$ cat config.mk
export PLATFORM = sky130hd
export DESIGN_NAME = ind_reg_bridge
export DESIGN_NICKNAME = d
export VERILOG_FILES = /design/src/rtl/ind_reg_bridge.sv
export SDC_FILE = /design/constraint.sdc
export NUM_CORES = 1
export LEC_CHECK = 0
export BUFFER_PORTS_ARGS = -buffer_cell sky130_fd_sc_hd__buf_2
export CAP_MARGIN = 20
export CORE_UTILIZATION = 48
export CTS_CLUSTER_SIZE = 12
export DETAILED_ROUTE_END_ITERATION = 10
export MAX_ROUTING_LAYER = met4
export PLACE_DENSITY = 0.69
export REMOVE_ABC_BUFFERS = 1
export SYNTH_ARGS = -nofsm -noshare
export SYNTH_HDL_FRONTEND = slang
export SYNTH_SLANG_ARGS = --single-unit
$ cat constraint.sdc
create_clock -name clk -period 4.5 [get_ports clk]
set_clock_uncertainty 0.15 [all_clocks]
set_input_delay 0 -clock clk [delete_from_list [all_inputs] [get_ports clk]]
set_output_delay 0 -clock clk [all_outputs]
set_load 0.02 [all_outputs]
$ cat src/rtl/ind_reg_bridge.sv
module ind_reg_bridge #(
  parameter int BUSY_CYCLES = 4
) (
  input  logic        clk,
  input  logic        rst_n,
  input  logic [2:0]  bus_sel,
  input  logic        bus_we,
  input  logic [15:0] bus_wdata,
  output logic [15:0] bus_rdata,
  output logic        chip_rst_n,
  output logic        codec_rst_n,
  output logic [4:0]  port_enable,
  output logic [4:0]  little_endian,
  output logic [31:0] codec_ctrl,
  output logic [63:0] timer_value
);
  localparam int CW = $clog2(BUSY_CYCLES + 1);

  logic [CW-1:0] cnt;
  logic [15:0]   addr_q;
  logic [15:0]   dw [4];
  logic          busy, start, done;
  logic          hit_pe, hit_le, hit_cc, hit_tm;
  logic [63:0]   tgt;
  logic [15:0]   slice;

  assign busy  = cnt != '0;
  assign start = bus_we && bus_sel == 3'd1 && !busy;
  assign done  = cnt == CW'(1);

  assign hit_pe = addr_q[15:8] == 8'h91 && addr_q[3:2] == 2'd1;
  assign hit_le = addr_q[15:8] == 8'h91 && addr_q[3:2] == 2'd2;
  assign hit_cc = addr_q[15:8] == 8'h14 && addr_q[3:2] == 2'd2;
  assign hit_tm = addr_q[15:8] == 8'h31 && addr_q[3:2] == 2'd1;

  always_comb begin
    tgt = '0;
    if (hit_pe) tgt = {59'd0, port_enable};
    else if (hit_le) tgt = {59'd0, little_endian};
    else if (hit_cc) tgt = {32'd0, codec_ctrl};
    else if (hit_tm) tgt = timer_value;
  end

  assign slice = tgt[addr_q[1:0]*16 +: 16];

  always_ff @(posedge clk) begin
    if (!rst_n) begin
      cnt         <= '0;
      addr_q      <= '0;
      chip_rst_n  <= 1'b0;
      codec_rst_n <= 1'b0;
      port_enable <= '0;
      little_endian <= '0;
      codec_ctrl  <= '0;
      timer_value <= '0;
      for (int i = 0; i < 4; i++) dw[i] <= '0;
    end else begin
      if (start) begin
        addr_q <= bus_wdata;
        cnt    <= CW'(BUSY_CYCLES);
      end else if (busy) begin
        cnt <= cnt - CW'(1);
      end

      if (bus_we && bus_sel == 3'd0) begin
        chip_rst_n  <= bus_wdata[3];
        codec_rst_n <= bus_wdata[4];
      end

      for (int i = 0; i < 4; i++)
        if (bus_we && bus_sel == 3'(i + 2)) dw[i] <= bus_wdata;

      if (done && addr_q[7]) dw[0] <= slice;

      if (done && !addr_q[7]) begin
        if (hit_pe) port_enable   <= dw[0][4:0];
        if (hit_le) little_endian <= dw[0][4:0];
        if (hit_cc) codec_ctrl    <= {dw[1], dw[0]};
        if (hit_tm) timer_value   <= {dw[3], dw[2], dw[1], dw[0]};
      end
    end
  end

  always_comb begin
    case (bus_sel)
      3'd0:    bus_rdata = {11'd0, codec_rst_n, chip_rst_n, 2'd0, busy};
      3'd1:    bus_rdata = addr_q;
      3'd2:    bus_rdata = dw[0];
      3'd3:    bus_rdata = dw[1];
      3'd4:    bus_rdata = dw[2];
      3'd5:    bus_rdata = dw[3];
      default: bus_rdata = '0;
    endcase
  end
endmodule


# Word level (Yosys, flattened, before mapping)
# Memory sizes are Yosys's and may differ from the RTL's.
# Cells that the tools add are included.
# totals
register_bits	127
ram_bits	64
input_bits	22
out_inout_bits	124
wordCells	80
n_memories	1
# classes
n_addsub	1
eq_ne	11
shift	1
muxes	28
bitwise	6
n_reduce_logical	23
# mem_list
memory	words	width	read_ports	rd_ports_with_merged_regs	wr	line_no	rtl
dw	4	16	4	0	4	21	logic [15:0] dw [4];
# op_table
operator	count
64-bit two-way mux	4
16-bit case mux with 6 select lines	1
16-bit two-way mux	5
64-bit by 7-bit variable part select with 16-bit output	1
1-bit two-way mux	16
1-bit logical AND	13
8-bit by 5-bit == test with 1-bit output, second input constant	1
8-bit by 6-bit == test with 1-bit output, second input constant	1
8-bit == test, second input constant	1
2-bit AND reduction	4
3-bit by 1-bit == test with 1-bit output, second input constant	2
3-bit by 2-bit == test with 1-bit output, second input constant	2
3-bit == test, second input constant	2
3-bit two-way mux	2
1-bit bitwise OR	5
3-bit zero test	1
3-bit nonzero test	1
3-bit by 1-bit subtractor with 3-bit output, second input constant	1
2-bit by 1-bit == test with 1-bit output, second input constant	1
2-bit == test, second input constant	1
1-bit zero test	2
2-bit nonzero test	1
2-bit OR reduction	1
1-bit inverter	1

# Depth between registers and ports, before layout
# logic_depth
word_depth	8
ltp_mapped	9
ltp_nobuf	7

# Least setup slack after synthesis
# OpenSTA, ideal clock, no wires.
# synth_path
path_kind	register -> register
start	register addr_q[9]
end	memory dw[0][0] (data pin)
setup_ps	257
arrival_ps	1851
required_time_ps	4093
slack_ps	2243
stages_incl_launch_ff	7
n_path_buf	1
synth_period_minus_slack_ps	2257
path_cell_list	dfxtp_1 or4b_1 buf_6 o31ai_4 a21oi_1 a211o_1 a32o_1
# synth_rtl
element	line_no	rtl
start: declaration	20	logic [15:0] addr_q;
start signal: assignment	59	addr_q <= bus_wdata;
end: declaration	21	

# Final worst setup path
# layout_path
start	register addr_q[15]
end	register timer_value[23] (read register of dw)
# layout_between
elab_chain_len	3
# layout_rtl
element	line_no	rtl
8-bit by 6-bit == test with 1-bit output	34	assign hit_tm = addr_q[15:8] == 8'h31 && addr_q[3:2] == 2'd1;
1-bit logical AND	34	
2-bit AND reduction (no source line)	n/a	
end: declaration	15	output logic [63:0] timer_value
# Every way passes these cells.
# A chain may end at the register's enable or synchronous reset.

==> qor.yml <==
fin_tns_setup_ns: 0
path_class: "register to register"
stdcell_count: 1310
viasPerCell: 5.86
fin_crit_ns: 3.07
grt_pass1_vias: 7205
synth_cell_types: 54
drive_gt1_share_pct: 21.5
ant_nets: 0
critPathLaunchType: "register"
cts_tree: "done"
finalMaxSlewViolations: 0
maxSlewHeadroom_pct: 33.3
grt-ovfl-total: 0
outcome: "complete, no violations"
syn-cell-area_mm2: 0.00872
ys_seq_area_share_pct: 51.2
antenna_found_initial: 0
fin_nets: 1097
dr_total_vias: 7679
synthTopCellsByCount: "nand2_1 (240), a21oi_1 (131), dfxtp_1 (127)"
cts_buffer_depth: 2
drt_iter0_drc: 642
p_per_area_mw_per_mm2: 367
p_leak_nw: 4.01
h-tree-depth: 4
max_stage_delay_ns: 0.77
rsz0062_at_grt: "no"
drc: 0
finalHoldViolCount: 0
fin_crit_sh_pct: 68.3
firstDrtPassIters: 5
fp.dieW_um: 137
cp-end-kind: "register"
root_buffer: "clkbuf_16"
port_buffers: 145
dp_cells: 1261
wl_per_cell_um: 19.9
path_cells: "nor3b_2, and3_1, and2_2, buf_4, nand2_1, a21oi_1"
peakVddDrop_mv: 0.330
worstMarginPinSlew_ns: 1.00
wirelength_mm: 26.1
yosys_warnings: 0
syn_avg_cell_area_um2: 9.27
cts_made_buffers: 17
area_growth_pct: 19.4
grt_max_degree: 86
clkSinkCount: 191
grtUsageTotal_pct: 29.4
clk_pin_slew_ns: 0.07
diodes: 0
clk_latency_ns: 0.44
synth_area_leader_cell: "dfxtp_1"
yosys.area.top_type_share_pct: 29.2
place_congestion: 0.846
dieArea_mm2: 0.0187
syn_inst: 940
async_flop_share_pct: 0
boundaryPins: 146
core_mm2: 0.0175
dp_hpwl_mm: 17.2
cp.arrival_ns: 3.27
num_rows: 48
synth_flop_cell: "dfxtp_1"
initial_core_util_pct: 49.7
crit_path_max_fanout: 24
synth_edf_count: 64
synth-seq-cells: 191
maxCapViolCount: 0
setup_violations: 0
grt_pass1_wl_mm: 39.8
fp.dieH_um: 137
cp_slowest_cell: "nor3b_2"
fmax_mhz: 325
synth.most_common_cell: "nand2_1"
hp-class: "primary input to register"
worstPathRequired_ns: 4.69
synth_area_leaders: "dfxtp_1 (29%), edfxtp_1 (22%), nand2_1 (10%)"
-- power breakdown --
part           internal, mW  leakage, nW  switching [mW]
registers              1.83         1.66          0.0503
logic                 0.119         2.05           0.195
clock network         0.932        0.300           0.685
-- cell usage in the layout (no fill, tap or decap), types with 3 or more instances in the layout --
master | synthesis | final
a221o_1 | 5 | 5
a211o_1 | 5 | 5
and2_1 | 54 | 53
nand4_1 | 12 | 12
o21ai_1 | 3 | 6
inv_1 | 6 | 6
and3_1 | 3 | 3
buf_4 | 6 | 21
mux4_2 | 10 | 10
nand2b_1 | 7 | 7
nand3_1 | 4 | 4
o21ai_0 | 17 | 14
nand3b_1 | 7 | 7
mux2i_1 | 44 | 44
nor3_1 | 11 | 10
o31ai_1 | 3 | 3
a32o_1 | 5 | 5
a21oi_1 | 131 | 131
edfxtp_1 | 64 | 64
ha_1 | 3 | 3
nand2_1 | 240 | 240
clkbuf_16 | 0 | 17
bufinv_16 | 0 | 4
nor2_1 | 30 | 30
dfxtp_1 | 127 | 126
o22ai_1 | 17 | 17
dlygate4sd3_1 | 0 | 17
a211oi_1 | 6 | 6
a22oi_1 | 12 | 12
mux2_2 | 14 | 14
buf_2 | 9 | 145
clkinv_2 | 0 | 5
-- logic make-up after synthesis --
logic type	after synthesis	synth area share, %
and+or+nand+nor	385	20.5
DFF	191	51.2
adders and majority gates	3	0.431
AOI/OAI and AO/OA	213	14.4
muxes	68	9.45
buffers and inverters	78	3.83
xor gates and xnor gates	2	0.201
-- layer usage --
layer | up-vias | track usage (%) | wire length, µm
met5 | - | - | 0
li1 | 3561 | - | -
met1 | 3692 | 39.2 | 11400
met4 | 0 | 11.2 | 600
met3 | 44 | 4.22 | 1870
met2 | 382 | 45.3 | 12300
-- worst max-delay path, delay by kind of cell (launching register included) --
kind | cells | cell delay, ns
simple gates | 4 | 1.90
flops | 1 | 0.37
buf+inv | 1 | 0.37
compound gates | 1 | 0.17
-- path summary, 6_finish.rpt --
kind / slack, ns / depth (start not counted) / start / endpoint
worst max-delay path: 1.43 / 6 / addr_q[15] / timer_value[23]
worst min register to register: 0.31 / 2 / addr_q[5] / addr_q[5]
worst min-delay path: 0.09 / 6 / bus_we / addr_q[0]
worst max register to register: 1.43 / 6 / addr_q[15] / timer_value[23]
-- registers in the layout (all words and copies together), names as in the netlist --
| register | cells |
|---|---|
| addr_q | 16 |
| chip_rst_n | 1 |
| cnt | 3 |
| codec_ctrl | 32 |
| codec_rst_n | 1 |
| dw | 64 |
| little_endian | 5 |
| port_enable | 5 |
| timer_value | 64 |
-- through the flow --
stage | util [%] | instance area, µm² | hold WS (ns) | power [mW] | setup WS [ns]
floorplan | - | 8410 | -0.0140 | 2.09 | 1.40
global placement | 54.8 | 9610 | 0.136 | 2.22 | 1.61
detailed placement | 54.8 | 9610 | 0.137 | 2.22 | 1.54
CTS | 59.3 | 10400 | 0.0732 | 3.81 | 1.49
global route | 59.3 | 10400 | 0.121 | 3.91 | 1.20
finish | 59.3 | 10400 | 0.0883 | 3.82 | 1.43
-- timing repair --
| action | 4_1_cts | 5_1_grt |
|---|---|---|
| hold buffers | 17 | 0 |
| resized for setup | 0 | 0 |
| endpoints found under the hold margin | 84 | 0 |
| setup buffers | 0 | 0 |
-- cell type report --
cell class | count | area [µm²]
clock inverters | 14 | 190
multi-input cells | 671 | 3940
well taps | 225 | 282
repair buffers | 184 | 1070
inverters | 7 | 27.5
clock buffers | 18 | 429
fillers | 1582 | 7130
flip-flops and latches | 191 | 4470
Note: power is estimated with default switching activity, not from simulation.
